$ cat src/rtl/brk_seq_pkg.sv
package brk_seq_pkg;

   typedef enum logic [2:0] {
      ST_OPEN     = 3'd0,
      ST_CLOSING  = 3'd1,
      ST_CLOSED   = 3'd2,
      ST_OPENING  = 3'd3,
      ST_INJECT   = 3'd4,
      ST_LOCK     = 3'd5
   } brk_state_e;

   function automatic int unsigned max3(input int unsigned a, input int unsigned b,
                                        input int unsigned c);
      int unsigned m;
      m = (a > b) ? a : b;
      return (m > c) ? m : c;
   endfunction

endpackage

$ cat src/rtl/brk_cmd_sync.sv
module brk_cmd_sync #(
   parameter int STAGES = 2
) (
   input  logic clk,
   input  logic rst,
   input  logic rst_val,
   input  logic din,
   output logic rise,
   output logic fall
);
   if (STAGES < 1) begin : g_bad_stages
      $error("brk_cmd_sync: STAGES must be at least 1");
   end

   logic [STAGES:0] pipe;

   always_ff @(posedge clk) begin
      if (rst) pipe <= {(STAGES + 1){rst_val}};
      else     pipe <= {pipe[STAGES-1:0], din};
   end

   assign rise =  pipe[STAGES-1] & ~pipe[STAGES];
   assign fall = ~pipe[STAGES-1] &  pipe[STAGES];
endmodule

$ cat src/rtl/brk_ms_timer.sv
module brk_ms_timer #(
   parameter int W = 6
) (
   input  logic         clk,
   input  logic         rst,
   input  logic         clr,
   input  logic         tick,
   output logic [W-1:0] cnt
);
   if (W < 1) begin : g_bad_w
      $error("brk_ms_timer: W must be at least 1");
   end

   always_ff @(posedge clk) begin
      if (rst || clr)               cnt <= '0;
      else if (tick && cnt != '1)   cnt <= cnt + 1'b1;
   end
endmodule

$ cat src/rtl/brk_dead_gate.sv
module brk_dead_gate #(
   parameter int DW  = 10,
   parameter int DEF = 250,
   parameter int MIN = 100
) (
   input  logic          clk,
   input  logic          rst,
   input  logic          tick,
   input  logic          arm,
   input  logic [DW-1:0] dead_ms,
   output logic          busy
);
   if (DEF >= (1 << DW) || MIN > DEF || MIN < 1) begin : g_bad_dead
      $error("brk_dead_gate: need 1 <= MIN <= DEF < 2**DW");
   end

   logic [DW-1:0] eff_d, eff_q, cnt;

   assign eff_d = (dead_ms == '0)        ? DW'(DEF) :
                  (dead_ms < DW'(MIN))   ? DW'(MIN) : dead_ms;

   brk_ms_timer #(.W(DW)) u_dead_tmr (
      .clk  (clk),
      .rst  (rst),
      .clr  (arm),
      .tick (tick),
      .cnt  (cnt)
   );

   always_ff @(posedge clk) begin
      if (rst) begin
         busy  <= 1'b0;
         eff_q <= DW'(DEF);
      end else if (arm) begin
         busy  <= 1'b1;
         eff_q <= eff_d;
      end else if (busy && tick && cnt == eff_q - DW'(1)) begin
         busy  <= 1'b0;
      end
   end
endmodule

$ cat src/rtl/brk_op_count.sv
module brk_op_count #(
   parameter int MAXOPS = 2,
   parameter int NBR    = 2,
   parameter int OW     = 2
) (
   input  logic           clk,
   input  logic           rst,
   input  logic           done,
   output logic [OW-1:0]  ops,
   output logic [NBR-1:0] br_sel,
   output logic           last
);
   localparam int BW = (NBR > 1) ? $clog2(NBR) : 1;

   if (MAXOPS < 1 || MAXOPS >= (1 << OW)) begin : g_bad_ops
      $error("brk_op_count: MAXOPS must fit in OW bits and be at least 1");
   end
   if (NBR < 1) begin : g_bad_nbr
      $error("brk_op_count: NBR must be at least 1");
   end

   logic [BW-1:0] idx;

   always_ff @(posedge clk) begin
      if (rst) begin
         ops <= '0;
         idx <= '0;
      end else if (done) begin
         if (ops != OW'(MAXOPS)) ops <= ops + 1'b1;
         idx <= (idx == BW'(NBR - 1)) ? '0 : idx + 1'b1;
      end
   end

   for (genvar i = 0; i < NBR; i++) begin : g_sel
      assign br_sel[i] = (idx == BW'(i));
   end

   assign last = (ops >= OW'(MAXOPS - 1));
endmodule

$ cat src/rtl/brk_seq_ctrl.sv
module brk_seq_ctrl
   import brk_seq_pkg::*;
#(
   parameter int SYNC_STAGES = 2,
   parameter int T_OPEN_MS   = 8,
   parameter int T_CLOSE_MS  = 50,
   parameter int T_INJ_MS    = 30,
   parameter int DEAD_W      = 10,
   parameter int DEAD_DEF_MS = 250,
   parameter int DEAD_MIN_MS = 100,
   parameter int MAX_OPS     = 2,
   parameter int N_BRANCH    = 2,
   localparam int OW         = $clog2(MAX_OPS + 1)
) (
   input  logic                clk,
   input  logic                rst,
   input  logic                cfg_init_closed,
   input  logic [DEAD_W-1:0]   dead_ms,
   input  logic                tick_ms,
   input  logic                cmd_close,
   input  logic                izero,
   output logic                main_cls,
   output logic                resid_cls,
   output logic [N_BRANCH-1:0] inj_cls,
   output logic                st_closed,
   output logic                lockout,
   output logic                izero_fault,
   output logic [OW-1:0]       op_count
);
   localparam int TMAX = int'(max3(T_OPEN_MS, T_CLOSE_MS, T_INJ_MS));
   localparam int TW   = $clog2(TMAX + 1);

   if (T_OPEN_MS < 1 || T_CLOSE_MS < 1 || T_INJ_MS < 1) begin : g_bad_delay
      $error("brk_seq_ctrl: every mechanical delay must be at least 1 ms");
   end
   if (DEAD_MIN_MS <= T_OPEN_MS + T_INJ_MS) begin : g_bad_dead_min
      $error("brk_seq_ctrl: minimum dead time must exceed the opening sequence");
   end

   brk_state_e          state_q, state_d;
   logic                resid_q, resid_d, fault_q, fault_d;
   logic                rise, fall, dead_busy, arm, op_done, last;
   logic [TW-1:0]       cnt;
   logic [N_BRANCH-1:0] br_sel;
   logic                hit_open, hit_close, hit_inj;

   brk_cmd_sync #(.STAGES(SYNC_STAGES)) u_sync (
      .clk     (clk),
      .rst     (rst),
      .rst_val (cfg_init_closed),
      .din     (cmd_close),
      .rise    (rise),
      .fall    (fall)
   );

   brk_ms_timer #(.W(TW)) u_seq_tmr (
      .clk  (clk),
      .rst  (rst),
      .clr  (state_d != state_q),
      .tick (tick_ms),
      .cnt  (cnt)
   );

   brk_dead_gate #(.DW(DEAD_W), .DEF(DEAD_DEF_MS), .MIN(DEAD_MIN_MS)) u_dead (
      .clk     (clk),
      .rst     (rst),
      .tick    (tick_ms),
      .arm     (arm),
      .dead_ms (dead_ms),
      .busy    (dead_busy)
   );

   brk_op_count #(.MAXOPS(MAX_OPS), .NBR(N_BRANCH), .OW(OW)) u_ops (
      .clk    (clk),
      .rst    (rst),
      .done   (op_done),
      .ops    (op_count),
      .br_sel (br_sel),
      .last   (last)
   );

   assign hit_open  = tick_ms && (cnt == TW'(T_OPEN_MS - 1));
   assign hit_close = tick_ms && (cnt == TW'(T_CLOSE_MS - 1));
   assign hit_inj   = tick_ms && (cnt == TW'(T_INJ_MS - 1));

   always_comb begin
      state_d = state_q;
      resid_d = resid_q;
      fault_d = fault_q;
      arm     = 1'b0;
      op_done = 1'b0;
      unique case (state_q)
         ST_OPEN: begin
            if (rise && !dead_busy) state_d = ST_CLOSING;
         end
         ST_CLOSING: begin
            if (hit_close) begin
               state_d = ST_CLOSED;
               resid_d = 1'b1;
            end
         end
         ST_CLOSED: begin
            if (fall && !dead_busy) begin
               state_d = ST_OPENING;
               arm     = 1'b1;
            end
         end
         ST_OPENING: begin
            if (hit_open) state_d = ST_INJECT;
         end
         ST_INJECT: begin
            if (izero) resid_d = 1'b0;
            if (hit_inj) begin
               op_done = 1'b1;
               if (resid_q && !izero) begin
                  fault_d = 1'b1;
                  state_d = ST_LOCK;
               end else begin
                  state_d = last ? ST_LOCK : ST_OPEN;
               end
            end
         end
         ST_LOCK: state_d = ST_LOCK;
         default: state_d = ST_LOCK;
      endcase
   end

   always_ff @(posedge clk) begin
      if (rst) begin
         state_q <= cfg_init_closed ? ST_CLOSED : ST_OPEN;
         resid_q <= cfg_init_closed;
         fault_q <= 1'b0;
      end else begin
         state_q <= state_d;
         resid_q <= resid_d;
         fault_q <= fault_d;
      end
   end

   assign main_cls    = (state_q == ST_CLOSED) || (state_q == ST_OPENING);
   assign resid_cls   = resid_q;
   assign inj_cls     = (state_q == ST_INJECT) ? br_sel : '0;
   assign st_closed   = (state_q == ST_CLOSED);
   assign lockout     = (state_q == ST_LOCK);
   assign izero_fault = fault_q;

   AST_INJ_MAIN_OPEN: assert property (@(posedge clk) disable iff (rst)
      (|inj_cls) |-> !main_cls);
   AST_INJ_ONE_BRANCH: assert property (@(posedge clk) disable iff (rst)
      $onehot0(inj_cls));
   AST_RESID_AFTER_ZERO: assert property (@(posedge clk) disable iff (rst)
      $fell(resid_cls) |-> $past(izero));
   AST_LOCK_STICKS: assert property (@(posedge clk) disable iff (rst)
      lockout |=> lockout);
   AST_COUNT_ON_INJ_END: assert property (@(posedge clk) disable iff (rst)
      (op_count != $past(op_count)) |-> $past(|inj_cls));
   AST_CLOSE_OUTSIDE_DEAD: assert property (@(posedge clk) disable iff (rst)
      (state_q == ST_CLOSING && $past(state_q) == ST_OPEN) |-> !$past(dead_busy));
   AST_FAULT_KEEPS_RESID: assert property (@(posedge clk) disable iff (rst)
      $rose(izero_fault) |-> resid_cls);
endmodule

$ cat config.mk
export PLATFORM = sky130hd
export DESIGN_NAME = brk_seq_ctrl
export DESIGN_NICKNAME = d
export VERILOG_FILES = /design/src/rtl/brk_seq_pkg.sv /design/src/rtl/brk_cmd_sync.sv /design/src/rtl/brk_ms_timer.sv /design/src/rtl/brk_dead_gate.sv /design/src/rtl/brk_op_count.sv /design/src/rtl/brk_seq_ctrl.sv
export SDC_FILE = /design/constraint.sdc
export NUM_CORES = 1
export LEC_CHECK = 0
export BUFFER_PORTS_ARGS = -buffer_cell sky130_fd_sc_hd__buf_2
export CAP_MARGIN = 0
export CORE_MARGIN = 3
export CORE_UTILIZATION = 40
export CTS_BUF_LIST = sky130_fd_sc_hd__clkbuf_16
export DETAILED_ROUTE_END_ITERATION = 8
export GPL_TIMING_DRIVEN = 1
export PLACE_DENSITY_LB_ADDON = 0.1
export SYNTH_ARGS = -nofsm -noshare
export SYNTH_HDL_FRONTEND = slang
export SYNTH_SLANG_ARGS = --single-unit
$ cat constraint.sdc
create_clock -name clk -period 1.65 [get_ports clk]
set_clock_uncertainty 0.05 [all_clocks]
set_input_delay 0.165 -clock clk [delete_from_list [all_inputs] [get_ports clk]]
set_output_delay 0.165 -clock clk [all_outputs]
set_load 0.02 [all_outputs]
==> results of run 1 <==
sequential cells by signal (all words and copies together) (netlist names), 2 cells and up:
signal / cells
state_q: 3
u_dead.eff_q: 10
u_dead.u_dead_tmr.cnt: 10
u_ops.ops: 2
u_seq_tmr.cnt: 6
u_sync.pipe: 3
metrics by stage:
step / cells / util [%] / setup WS (ps) / TNS, ps / cell area, um2
2_1_floorplan: 256 / - / -11.5 / -57.4 / 2160
5_1_grt: 386 / 57.2 / -88.5 / -616 / 2940
3_5_place_dp: 373 / 50.2 / -76.6 / -298 / 2580
4_1_cts: 381 / 54.4 / -43.8 / -131 / 2800
6_report: 386 / 57.2 / -35.4 / -60.2 / 2940
3_3_place_gp: 373 / 50.2 / -33.0 / -170 / 2580
cell usage after synthesis, drive strengths merged, types with 3 or more instances:
cell type | instances | area (um2)
dfxtp | 37 | 741
nor2 | 30 | 113
nor3 | 17 | 85.1
nand2 | 16 | 60.1
inv | 15 | 56.3
nand3 | 13 | 70.1
xnor2 | 13 | 114
a21oi | 12 | 60.1
o21ai | 12 | 60.1
xor2 | 11 | 96.3
ha | 6 | 75.1
clkbuf | 5 | 20.0
nand4 | 5 | 31.3
a31oi | 4 | 25.0
buf | 4 | 20.0
mux2i | 4 | 40.0
nand2b | 4 | 25.0
nor4 | 4 | 46.3
o31ai | 4 | 30.0
or3 | 3 | 18.8
what timing repair did:
action	CTS	global route
setup buffers	0	5
hold buffers	0	0
resized for setup	17	27
endpoints found under the setup margin	7	21
pin swaps	9	11
cell families (layout without fill, tap and decap cells):
family / Yosys count / count (layout) / synth area share (%)
multiplexers: 5 / 5 / 2.38
XOR/XNOR: 24 / 24 / 9.77
adder cells (fa/ha/maj): 6 / 6 / 3.49
AND/OR/NAND/NOR: 106 / 106 / 26.0
AO/OA/AOI/OAI: 53 / 53 / 18.0
buffers and inverters: 24 / 84 / 4.48
flip-flops: 38 / 38 / 35.8
layer usage:
layer / routed length, um / part of all wire (%)
met3: 176 / 3.5
met5: 0 / 0
met1: 2680 / 53
met2: 2150 / 43
met4: 42 / 0.83
worst register-to-register path, cell delays in order, from the launching register on:
cell	delay, ps
dfxtp_4	360
inv_2	40
ha_4	150
nand4b_1	130
or2_4	180
o31ai_4	50
a221o_2	410
nor3_1	220
cells in the final DEF (no fill, tap or decap), types with 5 or more instances in the layout:
master / n
a21oi_1: 11
nand3_1: 11
xnor2_1: 13
xor2_1: 11
clkbuf_16: 5
nand2_1: 16
nor3_1: 14
dfxtp_1: 25
buf_2: 22
nor2_1: 29
buf_4: 35
nand4_1: 5
inv_1: 13
o21ai_0: 11
dfxtp_2: 10
path summary, 6_finish.rpt:
check,from,end,slack (ps),depth (start not counted)
setup / recovery,u_seq_tmr.cnt[1]$_SDFFE_PP0P_,u_seq_tmr.cnt[5]$_SDFFE_PP0P_,-40,7
hold / removal,cmd_close,u_sync.pipe[0]$_DFF_P_,70,3
setup reg to reg,u_seq_tmr.cnt[1]$_SDFFE_PP0P_,u_seq_tmr.cnt[5]$_SDFFE_PP0P_,-40,7
hold reg to reg,u_sync.pipe[0]$_DFF_P_,u_sync.pipe[1]$_DFF_P_,400,2
power breakdown:
group	leakage (nW)	internal [mW]	switching, mW	total (mW)
Combinational	0.786	0.163	0.179	0.342
Sequential	0.313	0.961	0.0360	0.997
Clock	0.0836	0.708	0.388	1.10
Total	1.18	1.83	0.603	2.43
final cells by class:
cell class              count  area (um2)  area share [%]
well taps                  70        87.6            2.98
clock inverters             3        40.0            1.36
clock buffers               5         125            4.25
multi-input cells         194        1410            48.0
inverters                  15        58.8            2.00
flip-flops and latches     38         791            26.9
repair buffers             61         427            14.5
==> results.json, run 1 <==
{
  "fin_crit_ps": 1690,
  "cts_made_buffers": 5,
  "place_congestion": 0.852,
  "cp_slowest_cell": "a221o_2",
  "yosys_warnings": 0,
  "yosysSeqAreaShare_pct": 35.8,
  "synth_fp_nets": 278,
  "port_buffers": 24,
  "slew_headroom_pct": 64.2,
  "critical-path-max-stage-delay_ps": 410,
  "p_leak_nw": 1.18,
  "die_area_mm2": 0.00630,
  "status": "finished, violations left",
  "fill_cells": 485,
  "met2_usage_pct": 24.7,
  "finalSetupViolCount": 3,
  "worst-setup-path-type": "flop to flop",
  "die_x_um": 79.4,
  "rows": 26,
  "hold_violations": 0,
  "first_pass_iters": 4,
  "syn-cell-area_mm2": 0.00215,
  "cts_tree": "built",
  "violations": "negative setup slack",
  "grt_max_degree": 23,
  "hpwlAfterDp_mm": 3.62,
  "avgSynthCellArea_um2": 8.41,
  "drt_iter0_markers": 54,
  "end_kind": "flop",
  "netlist_instances": 256,
  "vias_per_cell": 5.13,
  "cap_viol_max_count": 0,
  "power_mw": 2.43,
  "post_drt_wl_per_cell_um": 13.1,
  "grt_util_met3_pct": 3.97,
  "ir_drop_uv": 527,
  "fin_ws_ps": -35.4,
  "synth.distinct_cells": 53,
  "start_kind": "flop",
  "antenna_found_initial": 0,
  "path_buf_inv": 1,
  "crit_chain": "inv_2 -> ha_4 -> nand4b_1 -> or2_4 -> o31ai_4 -> a221o_2 -> nor3_1",
  "ios": 25,
  "syn2layout_area_growth_pct": 36.7,
  "fin_crit_sh_pct": 102,
  "nNetsFinal": 337,
  "root_buffer": "clkbuf_16",
  "cts.sinks": 38,
  "fin_hold_ws_ps": 70.7,
  "antennaDiodeCount": 0,
  "grt_pass1_vias": 1735,
  "path_clk_slew_ps": 60,
  "critPathArrivalTime_ps": 1830,
  "hp-class": "input port to flop",
  "worst_pin_slew_ps": 531,
  "required_ps": 1790,
  "postSynth.asyncResetShare_pct": 0,
  "clk_latency_ps": 280,
  "die_h_um": 79.4,
  "drive_gt1_share_pct": 35.1,
  "coreArea_mm2": 0.00514,
  "rsz0062_at_grt": "true",
  "worstPathMaxFanout": 6,
  "grt-ovfl-total": 0,
  "cellPowerDensity_mw_per_mm2": 828,
  "cts.path.max_buffers": 2,
  "antenna_left": 0,
  "clock.fmax_mhz": 593,
  "drc_errors": 0,
  "synthFlopType": "dfxtp_1",
  "slew_viol_final": 0,
  "grt_use_met1_pct": 23.7,
  "busiest_layer": "met2",
  "cpLargestDelayFamily": "simple AND/OR/NAND/NOR gates",
  "grt_pass1_wl_mm": 8.25,
  "ys_ff_latch": 38,
  "vias": 1982,
  "routed_wl_mm": 5.05,
  "grt.total_usage_pct": 16.6,
  "initial_core_util_pct": 41.9,
  "htree_levels": 2,
  "synth_edf_count": 1
}
Note: power is estimated with default switching activity, not from simulation.
==> run 2, diff against run 1 <==
--- a/config.mk
+++ b/config.mk
@@ -12,7 +12,6 @@
 export CTS_BUF_LIST = sky130_fd_sc_hd__clkbuf_16
 export DETAILED_ROUTE_END_ITERATION = 8
 export GPL_TIMING_DRIVEN = 1
-export PLACE_DENSITY_LB_ADDON = 0.1
 export SYNTH_ARGS = -nofsm -noshare
 export SYNTH_HDL_FRONTEND = slang
 export SYNTH_SLANG_ARGS = --single-unit
==> run 2 against run 1 <==
Net effect: non-clock buffer count stayed put; die area stayed put; sequential cell count stayed put; count of clock-buffer cells in the layout is 1 higher; routed wire length is 0.85% lower; the flow still finishes with violations (negative setup slack); largest cell class unchanged; total power is 3.9% higher; core utilization is 0.56 points lower; maximum frequency is 1.8% lower; worst hold slack worse by 5.5 ps; largest power group unchanged.
==> results.json, run 2 (same netlist as run 1, synthesis figures left out) <==
{
  "grt_max_degree": 23,
  "fin_crit_ps": 1720,
  "worstReg2RegStart": "u_seq_tmr.cnt[0]$_SDFFE_PP0P_",
  "start_kind": "flop",
  "fin_ws_ps": -66.0,
  "clk_latency_ps": 280,
  "slew_headroom_pct": 63.4,
  "critPathArrivalTime_ps": 1840,
  "fin_crit_sh_pct": 104,
  "root_buffer": "clkbuf_16",
  "clock.fmax_mhz": 583,
  "drt_iter0_markers": 149,
  "hold_violations": 0,
  "worst_pin_slew_ps": 543,
  "switching_share_pct": 23.7,
  "cpLargestDelayFamily": "simple AND/OR/NAND/NOR gates",
  "path_buf_inv": 0,
  "reg_top3": "u_dead.eff_q: 10 flops, u_dead.u_dead_tmr.cnt: 10 flops, u_seq_tmr.cnt: 6 flops",
  "path_clk_slew_ps": 60,
  "cts_made_buffers": 5,
  "cap_viol_max_count": 0,
  "power_mw": 2.53,
  "fin_util_pct": 56.7,
  "hp-class": "input port to flop",
  "clockPowerShare_pct": 47.5,
  "status": "finished, violations left",
  "initial_core_util_pct": 41.9,
  "vias_per_cell": 5.09,
  "antenna_left": 0,
  "antenna_found_initial": 0,
  "coreArea_mm2": 0.00514,
  "rsz0062_at_grt": "true",
  "port_buffers": 24,
  "slew_viol_final": 0,
  "htree_levels": 2,
  "worst-setup-path-type": "flop to flop",
  "grt_pass1_vias": 1849,
  "place_congestion": 0.870,
  "p_int_mw": 1.93,
  "ff2ff_setup_slack_ps": -70,
  "grt-ovfl-total": 0,
  "cts_hold_buf": 0,
  "post_drt_wl_per_cell_um": 13.0,
  "grt.total_usage_pct": 17.5,
  "antennaDiodeCount": 0,
  "cellPowerDensity_mw_per_mm2": 868,
  "ios": 25,
  "cts.sinks": 38,
  "drive_gt1_share_pct": 35.8,
  "final_cell_mix": "39 x buf_4, 26 x nor2_1, 26 x dfxtp_1, 22 x buf_2, 16 x nand2_1",
  "end_kind": "flop",
  "die_area_mm2": 0.00630,
  "critical-path-max-stage-delay_ps": 450,
  "nNetsFinal": 337,
  "grt_pass1_wl_mm": 8.75,
  "fin_setup_tns_ps": -376,
  "violations": "negative setup slack",
  "p_leak_nw": 1.17,
  "syn2layout_area_growth_pct": 35.3,
  "switchingPower_uw": 600,
  "seqPwrFrac_pct": 39.3,
  "routed_wl_mm": 5.00,
  "min_from": "cmd_close",
  "crit_chain": "ha_2 -> nand4_1 -> or4_4 -> o31ai_2 -> a221o_2 -> nor3_1",
  "ir_drop_uv": 507,
  "required_ps": 1770,
  "die_h_um": 79.4,
  "timing.rr.end": "u_seq_tmr.cnt[0]$_SDFFE_PP0P_",
  "finalSetupViolCount": 6,
  "rows": 26,
  "vias": 1963,
  "first_pass_iters": 4,
  "cts_tree": "built",
  "drc_errors": 0,
  "comb_power_share_pct": 13.2,
  "hpwlAfterDp_mm": 3.59,
  "die_x_um": 79.4,
  "cp_slowest_cell": "or4_4",
  "hold_end": "u_sync.pipe[0]$_DFF_P_",
  "cts.path.max_buffers": 2,
  "hold_depth": 3,
  "dpl_worst_slack_ps": -88.0,
  "reg2reg_depth": 6,
  "final_common_cell": "buf_4",
  "worstPathMaxFanout": 6
}
[run 2: area by class of cell]
class,count,area [um2]
tap,70,87.6
inverter,15,58.8
clock inverter,2,38.8
multi-input combinational,194,1390
clock buffer,6,150
sequential,38,787
fill,482,2230
timing repair buffer,61,403
[run 2: tightest hold or removal path: cells and delay by family]
kind                   cells  cell delay, ps
AOI/OAI and AO/OA          1              60
buffers and inverters      2             120
[run 2: power groups by stage]
stage,Combinational [mW],Sequential [mW],Clock [mW]
2_1_floorplan,0.181,1.01,0
3_3_place_gp,0.304,1.01,0
3_5_place_dp,0.304,1.01,0
4_1_cts,0.326,0.992,1.23
5_1_grt,0.373,0.999,1.29
6_report,0.335,0.994,1.20
[run 2: worst max path at each step]
stage | slack, ps | cells after the start | startpoint | to
final | -70 | 6 | u_seq_tmr.cnt[0]$_SDFFE_PP0P_ | u_seq_tmr.cnt[0]$_SDFFE_PP0P_
after detailed placement | -90 | 7 | u_seq_tmr.cnt[1]$_SDFFE_PP0P_ | u_seq_tmr.cnt[1]$_SDFFE_PP0P_
after global routing | -120 | 6 | u_seq_tmr.cnt[0]$_SDFFE_PP0P_ | u_seq_tmr.cnt[3]$_SDFFE_PP0P_
after global placement | -30 | 7 | u_seq_tmr.cnt[1]$_SDFFE_PP0P_ | u_seq_tmr.cnt[1]$_SDFFE_PP0P_
after floorplan | -10 | 6 | u_seq_tmr.cnt[0]$_SDFFE_PP0P_ | u_seq_tmr.cnt[0]$_SDFFE_PP0P_
after CTS | -50 | 6 | u_seq_tmr.cnt[0]$_SDFFE_PP0P_ | u_seq_tmr.cnt[0]$_SDFFE_PP0P_
[run 2: metal layers]
| layer | wire length (um) | vias to the layer above | GRT usage [%] | part of all wire (%) |
|---|---|---|---|---|
| met5 | 0 | - | 0 | 0 |
| met3 | 187 | 7 | 3.06 | 3.7 |
| met1 | 2620 | 882 | 25.8 | 52 |
| met2 | 2130 | 36 | 25.3 | 43 |
| li1 | - | 1038 | - | - |
| met4 | 70 | 0 | 6.19 | 1.4 |
[run 2: stage by stage]
| step | instances | hold WS (ps) | area, um2 |
|---|---|---|---|
| 2_1_floorplan | 256 | 243 | 2160 |
| 3_3_place_gp | 374 | 356 | 2570 |
| 3_5_place_dp | 374 | 365 | 2570 |
| 4_1_cts | 384 | 62.1 | 2850 |
| 5_1_grt | 386 | 90.7 | 2910 |
| 6_report | 386 | 65.2 | 2910 |
[run 2: timing repair]
item | CTS | global route
gates resized for setup | 23 | 17
buffers inserted | 2 | 2
setup endpoints to repair | 12 | 25
pin swaps | 6 | 8
